==> src/rtl/pwmgen_pkg.sv <==
package pwmgen_pkg;

    localparam int REG_W = 32;

    typedef enum logic [1:0] {
        ADDR_CTRL   = 2'd0,
        ADDR_STAT   = 2'd1,
        ADDR_PERIOD = 2'd2,
        ADDR_SAMPLE = 2'd3
    } reg_addr_e;

    localparam int CTRL_EN_BIT   = 0;
    localparam int CTRL_SRST_BIT = 3;
    localparam int CTRL_CLK_LSB  = 16;
    localparam int CTRL_DBG_BIT  = 22;

    localparam int ST_EMPTY_BIT = 3;
    localparam int ST_ROLL_BIT  = 4;
    localparam int ST_CMP_BIT   = 5;
    localparam int ST_ERR_BIT   = 6;

    typedef struct packed {
        logic       dbg;
        logic [1:0] clk_sel;
        logic       en;
    } ctrl_t;

    typedef struct packed {
        logic err;
        logic cmp;
        logic roll;
    } flags_t;

    function automatic logic [REG_W-1:0] pack_ctrl(ctrl_t c, logic srst);
        logic [REG_W-1:0] v;
        v = '0;
        v[CTRL_EN_BIT]            = c.en;
        v[CTRL_SRST_BIT]          = srst;
        v[CTRL_CLK_LSB +: 2]      = c.clk_sel;
        v[CTRL_DBG_BIT]           = c.dbg;
        return v;
    endfunction

    function automatic logic [REG_W-1:0] pack_status(flags_t f, logic [2:0] fill);
        logic [REG_W-1:0] v;
        v = '0;
        v[2:0]          = fill;
        v[ST_EMPTY_BIT] = (fill == 3'd0);
        v[ST_ROLL_BIT]  = f.roll;
        v[ST_CMP_BIT]   = f.cmp;
        v[ST_ERR_BIT]   = f.err;
        return v;
    endfunction

endpackage

==> src/rtl/pwm_sample_fifo.sv <==
module pwm_sample_fifo #(
    parameter int DEPTH = 4,
    parameter int W     = 16,
    localparam int PTR_W = $clog2(DEPTH)
) (
    input  logic             clk,
    input  logic             rst,
    input  logic             flush,
    input  logic             push,
    input  logic             pop,
    input  logic [W-1:0]     din,
    output logic [W-1:0]     dout,
    output logic [PTR_W-1:0] fill
);

    logic [W-1:0]     mem [DEPTH];
    logic [PTR_W-1:0] wr_ptr;
    logic [PTR_W-1:0] rd_ptr;

    always_ff @(posedge clk) begin
        if (rst || flush) begin
            wr_ptr <= '0;
            rd_ptr <= '0;
            fill   <= '0;
        end else begin
            if (push) wr_ptr <= wr_ptr + PTR_W'(1);
            if (pop)  rd_ptr <= rd_ptr + PTR_W'(1);
            fill <= fill + PTR_W'(push) - PTR_W'(pop);
        end
    end

    always_ff @(posedge clk) begin
        if (push && !flush) mem[wr_ptr] <= din;
    end

    assign dout = mem[rd_ptr];

endmodule

==> src/rtl/pwm_wave_unit.sv <==
module pwm_wave_unit #(
    parameter int W = 16
) (
    input  logic         clk,
    input  logic         rst,
    input  logic         clear,
    input  logic         run,
    input  logic [W-1:0] period,
    input  logic [W-1:0] sample,
    input  logic         have_sample,
    output logic         pop,
    output logic         wrap,
    output logic         cmp_hit,
    output logic [W-1:0] duty,
    output logic         pwm_out
);

    logic [W-1:0] cnt;

    assign wrap    = (cnt >= period) && !clear;
    assign pop     = wrap && run && have_sample;
    assign cmp_hit = run && (cnt == duty);
    assign pwm_out = run && (cnt < duty);

    always_ff @(posedge clk) begin
        if (rst || clear) begin
            cnt  <= '0;
            duty <= '0;
        end else begin
            cnt <= wrap ? '0 : cnt + W'(1);
            if (pop) duty <= sample;
        end
    end

endmodule

==> src/rtl/pwm_fifo_gen.sv <==
module pwm_fifo_gen
    import pwmgen_pkg::*;
#(
    parameter int DEPTH       = 4,
    parameter int SAMPLE_W    = 16,
    parameter int SRST_CYCLES = 4
) (
    input  logic        clk,
    input  logic        rst,
    input  logic        reg_wr,
    input  logic [1:0]  reg_addr,
    input  logic [31:0] reg_wdata,
    output logic [31:0] reg_rdata,
    output logic        pwm_out
);

    localparam int FILL_W = $clog2(DEPTH);
    localparam int SR_W   = $clog2(SRST_CYCLES + 1);

    ctrl_t               ctrl_q;
    flags_t              flags_q;
    logic [SR_W-1:0]     srst_cnt;
    logic                srst_busy;
    logic [SAMPLE_W-1:0] period_q;
    logic [FILL_W-1:0]   fill;
    logic [SAMPLE_W-1:0] head;
    logic [SAMPLE_W-1:0] duty_cur;
    logic                wr_ctrl, wr_stat, wr_period, push_req;
    logic                overflow, push, pop, wrap, cmp_hit, run;
    flags_t              clr;
    logic                unused_wdata_bits;

    assign srst_busy = (srst_cnt != '0);
    assign wr_ctrl   = reg_wr && (reg_addr == ADDR_CTRL);
    assign wr_stat   = reg_wr && (reg_addr == ADDR_STAT);
    assign wr_period = reg_wr && (reg_addr == ADDR_PERIOD) && !srst_busy;
    assign push_req  = reg_wr && (reg_addr == ADDR_SAMPLE) && !srst_busy && !flags_q.err;
    assign overflow  = push_req && (fill == FILL_W'(DEPTH - 1));
    assign push      = push_req && !overflow;
    assign run       = ctrl_q.en && !flags_q.err && !srst_busy;

    assign clr.roll = wr_stat && reg_wdata[ST_ROLL_BIT];
    assign clr.cmp  = wr_stat && reg_wdata[ST_CMP_BIT];
    assign clr.err  = wr_stat && reg_wdata[ST_ERR_BIT];

    assign unused_wdata_bits = ^{reg_wdata[31:23], reg_wdata[21:18]};

    pwm_sample_fifo #(.DEPTH(DEPTH), .W(SAMPLE_W)) u_fifo (
        .clk   (clk),
        .rst   (rst),
        .flush (srst_busy || overflow),
        .push  (push),
        .pop   (pop),
        .din   (reg_wdata[SAMPLE_W-1:0]),
        .dout  (head),
        .fill  (fill)
    );

    pwm_wave_unit #(.W(SAMPLE_W)) u_wave (
        .clk         (clk),
        .rst         (rst),
        .clear       (srst_busy),
        .run         (run),
        .period      (period_q),
        .sample      (head),
        .have_sample (fill != '0),
        .pop         (pop),
        .wrap        (wrap),
        .cmp_hit     (cmp_hit),
        .duty        (duty_cur),
        .pwm_out     (pwm_out)
    );

    always_ff @(posedge clk) begin
        if (rst) begin
            ctrl_q   <= '0;
            srst_cnt <= '0;
        end else if (srst_busy) begin
            ctrl_q   <= '0;
            srst_cnt <= srst_cnt - SR_W'(1);
        end else if (wr_ctrl) begin
            if (reg_wdata[CTRL_SRST_BIT]) begin
                ctrl_q   <= '0;
                srst_cnt <= SR_W'(SRST_CYCLES);
            end else begin
                ctrl_q.en      <= reg_wdata[CTRL_EN_BIT];
                ctrl_q.clk_sel <= reg_wdata[CTRL_CLK_LSB +: 2];
                ctrl_q.dbg     <= reg_wdata[CTRL_DBG_BIT];
            end
        end
    end

    always_ff @(posedge clk) begin
        if (rst || srst_busy) begin
            flags_q <= '0;
        end else begin
            flags_q.roll <= (flags_q.roll && !clr.roll) || wrap;
            flags_q.cmp  <= (flags_q.cmp  && !clr.cmp)  || cmp_hit;
            flags_q.err  <= (flags_q.err  && !clr.err)  || overflow;
        end
    end

    always_ff @(posedge clk) begin
        if (rst)            period_q <= '0;
        else if (wr_period) period_q <= reg_wdata[SAMPLE_W-1:0];
    end

    always_comb begin
        unique case (reg_addr)
            ADDR_CTRL:   reg_rdata = pack_ctrl(ctrl_q, srst_busy);
            ADDR_STAT:   reg_rdata = pack_status(flags_q, 3'(fill));
            ADDR_PERIOD: reg_rdata = 32'(period_q);
            default:     reg_rdata = '0;
        endcase
    end

endmodule

==> config.mk <==
export PLATFORM = sky130hd
export DESIGN_NAME = pwm_fifo_gen
export DESIGN_NICKNAME = d
export VERILOG_FILES = /design/src/rtl/pwmgen_pkg.sv /design/src/rtl/pwm_sample_fifo.sv /design/src/rtl/pwm_wave_unit.sv /design/src/rtl/pwm_fifo_gen.sv
export SDC_FILE = /design/constraint.sdc
export NUM_CORES = 1
export LEC_CHECK = 0
export BUFFER_PORTS_ARGS = -buffer_cell sky130_fd_sc_hd__buf_4
export CELL_PAD_IN_SITES_DETAIL_PLACEMENT = 0
export CELL_PAD_IN_SITES_GLOBAL_PLACEMENT = 1
export CORE_MARGIN = 5
export CORE_UTILIZATION = 32
export DETAILED_ROUTE_END_ITERATION = 10
export GPL_TIMING_DRIVEN = 0
export PLACE_DENSITY_LB_ADDON = 0.1
export SYNTH_ARGS = -nofsm -noshare
export SYNTH_HDL_FRONTEND = slang
export SYNTH_SLANG_ARGS = --single-unit
==> constraint.sdc <==
create_clock -name clk -period 3.45 [get_ports clk]
set_clock_uncertainty 0.15 [all_clocks]
set_input_delay 0.69 -clock clk [delete_from_list [all_inputs] [get_ports clk]]
set_output_delay 0.69 -clock clk [all_outputs]
set_load 0.01 [all_outputs]
==> flow_summary.ini <==
[placed_design]
place_inst = 826
dp_hpwl_mm = 11.20
placed_area_sq_mm = 0.006701
gp_congestion = 0.7488
place_ws_ns = -0.2482
portBuffers = 43

[worst_setup_path]
cp-startpoint = u_wave.cnt[0]
rr_endpoint = u_fifo.fill[1]
cp.arrival_ns = 3.41
crit_slowest_cell = dfxtp_2
path_common_cell = ha_1
crit_type = reg -> reg
r2r_cells = 15
cp-start-kind = register
rrSetupSlack_ns = 0.19
cp.required_ns = 3.61
cp_cell_sequence = inv_1 -> ha_1 -> nand2b_4 -> a2111oi_4 -> o21ai_2 -> a2111oi_4 -> buf_4 -> nor2_4 -> buf_4 -> ha_1 -> inv_1 -> ha_1 -> xor2_1 -> xnor2_1 -> nor2_1
r2r-start = u_wave.cnt[0]
worstSetupEndpointType = register
crit_fanout = 10
worst_path_largest_cell_delay_ns = 0.35

[sta]
setup_viol = 0
max_freq_mhz = 307.0
worst_slew_pin_slew_ns = 0.9479
timing.final.max_slew_violations = 0
final_hold_viol_count = 0
final.period_utilization = 0.9441
period_needed_ns = 3.257
max-slew-margin-rel = 0.3681
rsz0062_at_grt = false
fin_ws_ns = 0.1928

[synthesis]
syn_area_sq_mm = 0.006041
syn_area_per_cell_sq_um = 11.25
synth.distinct_cells = 42
synth_cells = 537
yosysWarningCount = 0
synthMuxAreaShare = 0.06131
synth-xor-area-share = 0.02465
synthFlopType = edfxtp_1
synth_edf_count = 64
seq_area_frac_synth = 0.5302
synth-compound-area-share = 0.1040
synth-simple-area-share = 0.1398
ys_ff_latch = 128
synth_top_family_by_area = simple AND/OR/NAND/NOR gates
postSynth.asyncResetShare = 0
synthAdderAreaFrac = 0.08285

[floorplanning]
die_h_um = 147.4
core_area_sq_mm = 0.01864
placementRows = 50
die-area_sq_mm = 0.02173
initial_core_util = 0.3240
io_pins = 70
die_width_um = 147.4

[worst_hold_path]
hold_start = u_wave.cnt[0]
whs_path_depth = 1
hold_path_end = u_wave.cnt[0]
holdCritPathClass = reg -> reg

[clocking]
clockBufferDepth = 2
clk_pin_slew_worst_paths_ns = 0.06
cts-root-buf = clkbuf_16
hold_buffers = 0
cts-htree-levels = 4
cts.sinks = 128
numCtsBuffers = 17
clk_latency_ns = 0.42
cts_tree = done

[finish]
fillers = 1818
fin_area_sq_mm = 0.007353
drive_above_1_share = 0.2080
area_delta_synth_final_pct = 21.73
fin_nets = 689
mostFrequentLayoutCells = edfxtp_1, dfxtp_1, buf_4, nand2_1, inv_1
layout.area.seq_sq_mm = 0.003206
layout.cells.non_filler = 860
multi_input_area_sq_mm = 0.002557
mostFrequentLayoutCell = edfxtp_1
utilization = 0.3944

[route]
vias = 4081
wl_mm = 15.11
post_drt_wl_per_cell_um = 17.57
drt_iter0_markers = 180
dr.pass1.iters = 4
vias_per_cell = 4.745
ant_nets = 0
detail_route.drc_violations = 0

[global_routing]
gr-usage-met1 = 0.1852
antenna_found_initial = 1
grt_overflow = 0
grt_max_degree = 17
use_met2 = 0.2454
gr-usage-met3 = 0.04016
grt_use_total = 0.1448
grt_pass1_wl_mm = 23.91
grt_busiest_layer = met2
grt_pass1_vias = 4299

[power_and_ir_drop]
p_per_area_mw_per_mm2 = 567.3
p_total_uw = 4172
peakVddDrop_mv = 0.3267
p_leak_uw = 0.002723

[status]
status = completed

[run]
cap_violations = 0
power breakdown:
group	switching [uW]	leakage (uW)	internal (uW)
clock network	723	0.000307	1160
logic	389	0.00132	209
registers	33.2	0.00109	1660
total	1150	0.00272	3030
layout make-up:
cell class / count / share of cell area
flip-flops and latches: 128 / 0.4359
clock inverters: 15 / 0.02637
clock buffers: 17 / 0.05785
plain buffers: 33 / 0.02450
inverters: 42 / 0.02144
multi-input cells: 345 / 0.3478
repair buffers: 45 / 0.04594
diodes: 1 / 0.0003403
well taps: 234 / 0.03982
how the worst max path moves through the flow:
stage | to | slack [ns] | depth (start not counted)
2_1_floorplan | u_fifo.fill[1] | 0.30 | 14
3_3_place_gp | u_fifo.fill[1] | -0.22 | 14
3_5_place_dp | u_fifo.fill[1] | -0.25 | 14
4_1_cts | u_fifo.fill[1] | 0.01 | 13
5_1_grt | u_fifo.mem[2][1] | 0.004 | 5
6_report | u_fifo.fill[1] | 0.19 | 15
state kept, by name (all words and copies together), names as in the netlist:
signal,cells
u_fifo.rd_ptr,2
u_fifo.mem,64
u_wave.duty,16
u_fifo.wr_ptr,2
srst_cnt,3
period_q,16
u_fifo.fill,2
flags_q,3
u_wave.cnt,16
ctrl_q,4
worst max-delay path, delay by kind of cell (launching register included):
kind            cells  cell delay (ns)
flops               1             0.35
simple gates        3             0.26
compound gates      3             0.82
fa+ha+maj           3             0.70
buf+inv             4             0.52
xor+xnor            2             0.36
cells by family after synthesis:
kind of cell,after synthesis
XOR/XNOR,17
AO/OA/AOI/OAI,88
AND/OR/NAND/NOR,170
flip-flops,128
adder cells (fa/ha/maj),40
multiplexers,17
other,1
buffers and inverters,76
per-stage QoR:
step | TNS [ns] | hold WS, ns
3_5_place_dp | -0.3216 | 0.2964
3_3_place_gp | -0.2963 | 0.2950
2_1_floorplan | 0 | 0.2755
6_report | 0 | 0.2821
5_1_grt | 0 | 0.3053
4_1_cts | 0 | 0.3189
routing by layer:
metal	vias up	wire length [um]
li1	2051	-
met1	1939	6991
met2	85	7338
met3	6	687
met4	0	90
met5	-	0
synthesized netlist by cell type (all sizes together), types with 14 or more instances:
master,count,area (sq um)
edfxtp,64,1922
o31ai,17,172.7
o21ai,14,73.82
a21oi,38,190.2
inv,42,157.7
and2,18,112.6
nand4,24,150.1
ha,40,500.5
clkbuf,15,56.30
dfxtp,64,1281
nor2,38,145.1
nand2,47,176.4
nand3,14,70.07
buf,19,127.6
mux4,16,360.4
repair_timing:
item / CTS / global route
buffers inserted: 1 / 1
gates resized for setup: 0 / 6
pin swaps: 1 / 2
setup endpoints to repair: 2 / 66
Power figures use the tool's default switching activity.
